**src/rtl/qp_pkg.sv**
```systemverilog
`timescale 1ns/1ps
// Shared widths, opcode encoding and slot payload types for the pipeline.
package qp_pkg;
    parameter int REG_W  = 3;
    parameter int DATA_W = 8;
    parameter int PC_W   = 8;
    localparam int NREG       = 2 ** REG_W;
    localparam int IMEM_DEPTH = 2 ** PC_W;
    localparam int INSTR_W    = 1 + REG_W + PC_W;

    typedef enum logic { OP_INC = 1'b0, OP_JZ = 1'b1 } op_e;

    // Fetched instruction: opcode in the top bit, register next, target lowest.
    typedef struct packed {
        op_e               op;
        logic [REG_W-1:0]  rsel;
        logic [PC_W-1:0]   tgt;
    } instr_t;

    // Operand slot payload: instruction plus the register value it read.
    typedef struct packed {
        op_e               op;
        logic [REG_W-1:0]  rsel;
        logic [DATA_W-1:0] val;
        logic [PC_W-1:0]   tgt;
    } opnd_t;
endpackage

```
**src/rtl/qp_fetch.sv**
```systemverilog
`timescale 1ns/1ps
// Fetch stage: owns the instruction store, the program counter and the
// fetch-to-operand slot. Assumes take/jump_tgt and q1_pop come from the
// start-of-cycle state of the later stages.
module qp_fetch
    import qp_pkg::*;
(
    input  logic                clk,
    input  logic                rst_n,
    input  logic                load_en,
    input  logic [PC_W-1:0]     load_addr,
    input  logic [INSTR_W-1:0]  load_data,
    input  logic                take,
    input  logic [PC_W-1:0]     jump_tgt,
    input  logic                q1_pop,
    output logic [PC_W-1:0]     pc,
    output logic                q1_valid,
    output instr_t              q1_instr
);
    logic [INSTR_W-1:0] imem [IMEM_DEPTH];
    logic               fetch_go;

    // Fetch proceeds when the slot is free, being drained, or flushed.
    assign fetch_go = !q1_valid || q1_pop || take;

    // Store writes are accepted only while the core is held in reset.
    always_ff @(posedge clk) begin
        if (!rst_n && load_en) imem[load_addr] <= load_data;
    end

    // Counter and slot update: redirect first, then normal fetch, else hold.
    always_ff @(posedge clk) begin
        if (!rst_n) begin
            pc       <= '0;
            q1_valid <= 1'b0;
            q1_instr <= '0;
        end else if (take) begin
            pc       <= jump_tgt;
            q1_valid <= 1'b0;
        end else if (fetch_go) begin
            pc       <= pc + 1'b1;
            q1_valid <= 1'b1;
            q1_instr <= instr_t'(imem[pc]);
        end
    end

    a_r5_pc_step: assert property (@(posedge clk) disable iff (!rst_n)
        (!take && !q1_valid) |=> (pc == PC_W'($past(pc) + 1'b1)));

    a_r7_redirect: assert property (@(posedge clk) disable iff (!rst_n)
        take |=> (pc == $past(jump_tgt) && !q1_valid));

    a_r9_no_overwrite: assert property (@(posedge clk) disable iff (!rst_n)
        (q1_valid && !q1_pop && !take) |=> (q1_valid && $stable(q1_instr) && $stable(pc)));
endmodule

```
**src/rtl/qp_opfetch.sv**
```systemverilog
`timescale 1ns/1ps
// Operand stage: moves the fetch slot into the execute slot with the value
// read from the register file, stalling on a pending increment of the same
// register. Assumes the execute stage drains its slot every cycle.
module qp_opfetch
    import qp_pkg::*;
(
    input  logic               clk,
    input  logic               rst_n,
    input  logic               q1_valid,
    input  instr_t             q1_instr,
    input  logic               take,
    input  logic [DATA_W-1:0]  rf_data,
    output logic [REG_W-1:0]   rf_addr,
    output logic               q1_pop,
    output logic               q2_valid,
    output opnd_t              q2
);
    logic raw_hit;

    // Read-after-write hazard against the increment waiting in execute.
    assign raw_hit = q2_valid && (q2.op == OP_INC) && (q2.rsel == q1_instr.rsel);
    assign q1_pop  = q1_valid && !raw_hit && !take;
    assign rf_addr = q1_instr.rsel;

    // Execute slot load: filled when the head advances, otherwise emptied.
    always_ff @(posedge clk) begin
        if (!rst_n) begin
            q2_valid <= 1'b0;
            q2       <= '0;
        end else if (q1_pop) begin
            q2_valid <= 1'b1;
            q2       <= '{op: q1_instr.op, rsel: q1_instr.rsel,
                          val: rf_data, tgt: q1_instr.tgt};
        end else begin
            q2_valid <= 1'b0;
        end
    end

    a_r6_stall: assert property (@(posedge clk) disable iff (!rst_n)
        (q1_valid && q2_valid && q2.op == OP_INC && q2.rsel == q1_instr.rsel) |=> !q2_valid);

    a_r7_flush_exec_slot: assert property (@(posedge clk) disable iff (!rst_n)
        take |=> !q2_valid);
endmodule

```
**src/rtl/qp_exec.sv**
```systemverilog
`timescale 1ns/1ps
// Execute stage and register file: retires the execute slot each cycle,
// writing increments and deciding jumps. Assumes the slot payload carries
// the register value as of operand read.
module qp_exec
    import qp_pkg::*;
(
    input  logic               clk,
    input  logic               rst_n,
    input  logic               q2_valid,
    input  opnd_t              q2,
    input  logic [REG_W-1:0]   rf_addr,
    input  logic [REG_W-1:0]   dbg_sel,
    output logic [DATA_W-1:0]  rf_data,
    output logic [DATA_W-1:0]  dbg_val,
    output logic               take,
    output logic [PC_W-1:0]    jump_tgt
);
    logic [DATA_W-1:0] rf [NREG];
    logic              wr_en;

    assign wr_en    = q2_valid && (q2.op == OP_INC);
    assign take     = q2_valid && (q2.op == OP_JZ) && (q2.val == '0);
    assign jump_tgt = q2.tgt;
    assign rf_data  = rf[rf_addr];
    assign dbg_val  = rf[dbg_sel];

    // Register file: cleared in reset, incremented value written on retire.
    always_ff @(posedge clk) begin
        if (!rst_n) begin
            for (int i = 0; i < NREG; i++) rf[i] <= '0;
        end else if (wr_en) begin
            rf[q2.rsel] <= q2.val + 1'b1;
        end
    end

    a_r4_inc_write: assert property (@(posedge clk) disable iff (!rst_n)
        (q2_valid && q2.op == OP_INC) |=>
            (rf[$past(q2.rsel)] == DATA_W'($past(q2.val) + 1'b1)));

    a_r8_no_redirect_nonzero: assert property (@(posedge clk) disable iff (!rst_n)
        (q2_valid && q2.op == OP_JZ && q2.val != '0) |-> !take);
endmodule

```
**src/rtl/qp_core.sv**
```systemverilog
`timescale 1ns/1ps
// Top of the three-stage pipeline: wires fetch, operand read and execute.
// Assumes the instruction store is loaded while rst_n is low.
module qp_core
    import qp_pkg::*;
(
    input  logic                clk,
    input  logic                rst_n,
    input  logic                load_en,
    input  logic [PC_W-1:0]     load_addr,
    input  logic [INSTR_W-1:0]  load_data,
    input  logic [REG_W-1:0]    dbg_sel,
    output logic [DATA_W-1:0]   dbg_val,
    output logic [PC_W-1:0]     pc,
    output logic                fetch_valid,
    output logic                operand_valid
);
    instr_t            q1_instr;
    opnd_t             q2;
    logic              q1_pop, take;
    logic [PC_W-1:0]   jump_tgt;
    logic [REG_W-1:0]  rf_addr;
    logic [DATA_W-1:0] rf_data;

    qp_fetch u_fetch (
        .clk(clk), .rst_n(rst_n), .load_en(load_en), .load_addr(load_addr),
        .load_data(load_data), .take(take), .jump_tgt(jump_tgt),
        .q1_pop(q1_pop), .pc(pc), .q1_valid(fetch_valid), .q1_instr(q1_instr)
    );

    qp_opfetch u_opfetch (
        .clk(clk), .rst_n(rst_n), .q1_valid(fetch_valid), .q1_instr(q1_instr),
        .take(take), .rf_data(rf_data), .rf_addr(rf_addr), .q1_pop(q1_pop),
        .q2_valid(operand_valid), .q2(q2)
    );

    qp_exec u_exec (
        .clk(clk), .rst_n(rst_n), .q2_valid(operand_valid), .q2(q2),
        .rf_addr(rf_addr), .dbg_sel(dbg_sel), .rf_data(rf_data),
        .dbg_val(dbg_val), .take(take), .jump_tgt(jump_tgt)
    );
endmodule

```
**config.mk**
```make
export PLATFORM = sky130hd
export DESIGN_NAME = qp_core
export DESIGN_NICKNAME = d
export VERILOG_FILES = /design/src/rtl/qp_pkg.sv /design/src/rtl/qp_fetch.sv /design/src/rtl/qp_opfetch.sv /design/src/rtl/qp_exec.sv /design/src/rtl/qp_core.sv
export SDC_FILE = /design/constraint.sdc
export NUM_CORES = 2
export LEC_CHECK = 0
export BUFFER_PORTS_ARGS = -buffer_cell sky130_fd_sc_hd__clkbuf_2
export CAP_MARGIN = 10
export CORE_ASPECT_RATIO = 0.8
export CORE_MARGIN = 2
export CORE_UTILIZATION = 63
export DETAILED_ROUTE_END_ITERATION = 16
export GPL_TIMING_DRIVEN = 1
export HOLD_SLACK_MARGIN = 0.12
export PLACE_DENSITY = 0.79
export SLEW_MARGIN = 20
export SYNTH_ARGS = -nofsm -noshare
export SYNTH_HDL_FRONTEND = slang
export SYNTH_SLANG_ARGS = --single-unit
```
**constraint.sdc**
```tcl
create_clock -name clk -period 3.5 [get_ports clk]
set_input_delay 0.175 -clock clk [delete_from_list [all_inputs] [get_ports clk]]
set_output_delay 0.175 -clock clk [all_outputs]
set_load 0.02 [all_outputs]
```
After elaboration in Yosys (flattened, before gate mapping)
Memories as Yosys holds them, arrays and structs flattened. A register that Yosys moved wholly into a read port is not among the register bits.
Cells that the tools add are included.
{ "totals": {"ff_bits": 22, "ram_bits": 3136, "inputBits": 26, "output_inout_bits": 18, "elab_cells": 46, "mem_count": 2} }
{ "mem_list": {"columns": ["memory", "words", "word_bits", "read_ports", "rd_clocked_by_memory_dff", "write_ports", "line", "rtl"], "rows": [
  ["u_fetch.imem", 256, 12, 1, 1, 1, "qp_fetch.sv:20", "logic [INSTR_W-1:0] imem [IMEM_DEPTH];"],
  ["u_exec.rf", 8, 8, 2, 1, 8, "qp_exec.sv:19", "logic [DATA_W-1:0] rf [NREG];"]
]} }
{ "classes": {"addsub": 2, "n_eq_ne": 1, "n_mux": 12, "bitwise": 3, "n_reduce_logical": 20} }
{ "op_table": {"columns": ["op", "count"], "rows": [
  ["8-bit two-way mux", 3],
  ["8-bit by 1-bit adder with 8-bit output, second input constant", 2],
  ["8-bit logical NOT", 1],
  ["1-bit two-way mux", 8],
  ["8-bit OR reduction", 1],
  ["1-bit logical AND", 7],
  ["1-bit logical NOT", 6],
  ["3-bit == test", 1],
  ["3-bit two-way mux", 1],
  ["1-bit NOT", 3],
  ["1-bit logical OR", 2],
  ["2-bit AND reduction", 1],
  ["2-bit nonzero test", 1],
  ["2-bit OR reduction", 1]
]} }

Logic depth before layout (Yosys ltp)
{ "logic_depth": {"depth_word": 10, "depth_mapped": 13} }

By module
A second synthesis with hierarchy kept.
{ "hier_totals": {"cells_unflattened": 5751, "area_unflattened_um2": 124254.2} }
{ "modules_own_cells": {"columns": ["mod", "n_inst", "cells_each", "area_each_um2", "seq_area_each_um2"], "rows": [
  ["qp_fetch", 1, 5405, 119722.3, 92668.9],
  ["qp_exec", 1, 246, 3626.0, 1921.8],
  ["qp_opfetch", 1, 100, 905.9, 420.4]
]} }

Worst setup path after synthesis
OpenSTA, ideal clock, no wires.
{ "synth_timing": {"path_kind": "reg2reg", "startpoint": "register u_fetch.pc[0] (netlist name)", "endpoint": "register u_fetch.q1_instr[9] (netlist name)", "setup_time_ns": 0.132, "t_arrival_ns": 2.644, "t_required_ns": 3.368, "path_slack_ns": 0.724, "path_stages_with_launch": 11, "path_buffers": 4, "path_cell_list": "dfxtp_1 buf_6 buf_6 buf_4 buf_2 mux4_2 mux2i_1 o22ai_1 a2111o_1 o2111ai_1 o41ai_1"} }

==> impl_metrics.ini <==
[cts]
cts_htree_levels = 5
clock_latency_ps = 940
clkTransAtPathRegs_ps = 60
cts-root-buf = sky130_fd_sc_hd__clkbuf_16
tritoncts_num_sinks = 3178
cts.path.max_buffers = 4
inserted_clock_buffers = 301
cts_tree = built

[synth]
asyncSetResetFlopFracSynth_pct = 0
synth_edf_count = 3136
yosysTopAreaCellShare_pct = 76.16
post_synthesis_share_of_cell_area_spent_on_full_adders_half_adders_and_majority_gates_pct = 0.03036
syn_area_um2 = 123700
yosys_warnings = 0
synth_seq_area_share_pct = 76.84
synth_compound_area_share_pct = 2.403
synth_cell_types = 68
postSynthRegisterBits = 3178
dominant_combinational_cell_family_by_area_after_synthesis = multiplexers
synthMuxAreaShare_pct = 16.71
synth_fp_nets = 5736
netlist.top_cell.by_area = sky130_fd_sc_hd__edfxtp_1
post_synth_xor_area_fraction_pct = 0.06375
yosys.area_share.simple_pct = 2.282
yosys_most_used_dff = sky130_fd_sc_hd__edfxtp_1
synth_top_cells_by_area = sky130_fd_sc_hd__edfxtp_1 76%, sky130_fd_sc_hd__mux4_2 15%, sky130_fd_sc_hd__mux2i_1 2.0%, sky130_fd_sc_hd__nor2_1 1.1%, sky130_fd_sc_hd__dfxtp_1 0.68%
postSynthCellCount = 5707
synth_area_per_cell_um2 = 21.67

[die]
rows = 145
floorplan.die.width_um = 499.3
floorplan.core_area_um2 = 195200
die_h_um = 400.3
io-pin-count = 44
start_util_pct = 63.34
die_area_um2 = 199900

[place]
io_buffer_count = 43
globalplace.congestion = 0.9968
dpl_worst_slack_ps = -40.90
place_inst = 8616
place_hpwl_um = 208700

[outcome]
violations_in_the_final_reports = negative setup slack
outcome = complete, but fails checks

[worst_setup_path]
setup.reg_to_reg.worst_slack_ps = -130
setup.worst_path.class = reg -> reg
timing.critical_path.required_ps = 4310
count_of_cells_along_the_worst_register_to_register_path = 9
critical_path_arrival_ps = 4440
worstSetupEndpointType = register
startpoint_type = register
crit_fanout = 14

[global_routing]
grt_max_degree = 157
vias_in_the_first_global_route = 66842
grt_antenna_before_repair = 30
first_pass_grt_wire_length_um = 503400
track_usage_pct = 36.03
grt_remaining_overflow = 0

[layout]
drive_gt1_share_pct = 29.15
nNetsFinal = 6412
fin_cells = 9192
syn2layout_area_growth_pct = 13.74

[min_path]
min_path_type = in -> reg
worstHoldPathCells = 4

[sta]
finalCritPeriodShare_pct = 103.7
timing.final.setup_violations = 5
finalWorstSetupSlack_ps = -130.3
finalClockSkew_ps = 68.03
final-max-slew-violation-count = 0
fin_setup_tns_ps = -230.0
tightestPinTransition_ps = 1307
slew-limit-headroom_pct = 12.86
final_hold_viol_count = 0
timing.hold.ws_ps = 175.6
finalCriticalPeriod_ps = 3630
fmax_mhz = 275.5

[run]
drv_cap = 0

[routing]
drt_wl_total_um = 362200
drt_pass1_iterations = 14
via_per_instance_ratio = 7.497
wl_per_cell_um = 39.41
detail_route.iter0.violations = 14450
routed-via-count = 68913
antenna_violating_nets_post_route = 0
drt_drc_violations_left = 0

[power]
max-vdd-ir-drop_mv = 0.5273
fin_total_pwr_mw = 81.60
static-leakage-power_nw = 45.04
power-per-cell-area_nw_per_um2 = 580.2
## cell usage in the layout (no fill, tap or decap), drive strengths merged, types with 39 or more instances in the layout
| cell type | instances |
|---|---|
| edfxtp | 3136 |
| mux4 | 798 |
| buf | 639 |
| clkbuf | 433 |
| nor2 | 373 |
| mux2i | 252 |
| nand2 | 169 |
| a21oi | 104 |
| clkinv | 93 |
| o21ai | 57 |
| a22oi | 55 |
| o22ai | 50 |
| dfxtp | 42 |
| nand3 | 39 |
## where the power goes
part           total, mW  leakage, nW  internal [mW]  switching [mW]
clock               31.7         4.50           17.8            13.9
combinational       7.89         11.9           3.23            4.66
sequential          42.0         28.6           41.9           0.121
## final cells by class
cell class	count	area [um^2]
clock buffers	388	8038
well taps	2572	3218
clock inverters	128	1181
repair buffers	704	6339
fillers	10411	54570
diodes	24	60.06
inverters	11	53.80
multi-input cells	2187	26720
flip-flops and latches	3178	95030
## cell usage after synthesis (20+ instances only)
master / instances
sky130_fd_sc_hd__mux2i_1: 252
sky130_fd_sc_hd__dfxtp_1: 42
sky130_fd_sc_hd__buf_1: 27
sky130_fd_sc_hd__nor3_1: 20
sky130_fd_sc_hd__a22oi_1: 55
sky130_fd_sc_hd__o21ai_1: 24
sky130_fd_sc_hd__nand3_1: 39
sky130_fd_sc_hd__a21oi_1: 104
sky130_fd_sc_hd__buf_4: 29
sky130_fd_sc_hd__o22ai_1: 50
sky130_fd_sc_hd__buf_2: 89
sky130_fd_sc_hd__nand2_1: 169
sky130_fd_sc_hd__clkbuf_1: 122
sky130_fd_sc_hd__o221ai_1: 20
sky130_fd_sc_hd__edfxtp_1: 3136
sky130_fd_sc_hd__mux4_2: 798
sky130_fd_sc_hd__o21ai_0: 33
sky130_fd_sc_hd__nor2_1: 373
sky130_fd_sc_hd__a211oi_1: 21
sky130_fd_sc_hd__buf_6: 50
sky130_fd_sc_hd__a221oi_1: 38
## final timing paths
path | end | start
worst max-delay path | u_fetch.q1_instr[3] | u_fetch.pc[0]
worst min-delay path | u_fetch.imem[140][0] | load_addr[2]
worst max register to register | u_fetch.q1_instr[3] | u_fetch.pc[0]
worst min register to register | u_opfetch.q2[4] | u_opfetch.q2[4]
## repair_timing
item,4_1_cts,5_1_grt
pin swaps,0,2
hold endpoints to repair,959,182
gates cloned,0,3
buffers inserted,0,12
endpoints found under the setup margin,3,10
gates resized for setup,3,17
hold buffers,19,1
## per-layer routing
metal,track usage [%],wire length [um],up-vias
met5,0,290,-
met4,16.84,21040,36
met3,12.80,59190,1355
met2,52.44,162800,7346
met1,49.57,118900,34892
li1,-,-,25284
## logic make-up (layout without fill, tap and decap cells)
logic type,after synthesis,in the layout
flops,3178,3178
mux,1065,1065
simple gates,676,676
compound gates,434,434
buf+inv,342,1231
xor+xnor,9,9
fa+ha+maj,3,3
other cells,0,24
## state kept, by name, indices dropped and copies added (netlist names)
| signal | cells |
|---|---|
| u_fetch.imem | 3072 |
| u_opfetch.q2_valid | 1 |
| u_fetch.pc | 8 |
| u_opfetch.q2 | 20 |
| u_fetch.q1_valid | 1 |
| u_exec.rf | 64 |
| u_fetch.q1_instr | 12 |
## stage by stage
| stage | area, um^2 | util (%) |
|---|---|---|
| 3_5_place_dp | 130800 | 67.02 |
| 3_3_place_gp | 130800 | 67.02 |
| 6_report | 140600 | 72.04 |
| 4_1_cts | 140300 | 71.85 |
| 5_1_grt | 140600 | 72.02 |
| 2_1_floorplan | 123700 | - |
## worst max-delay path, stage by stage (launching register included)
cell and delay (ps):
sky130_fd_sc_hd__dfxtp_4 480, sky130_fd_sc_hd__buf_16 230, sky130_fd_sc_hd__buf_4 150, sky130_fd_sc_hd__mux4_2 490, sky130_fd_sc_hd__mux4_2 460, sky130_fd_sc_hd__nor2_1 300, sky130_fd_sc_hd__a311oi_2 190, sky130_fd_sc_hd__a2111oi_1 830
sky130_fd_sc_hd__nor3_1 140, sky130_fd_sc_hd__a22o_1 230
Power figures use the tool's default switching activity.
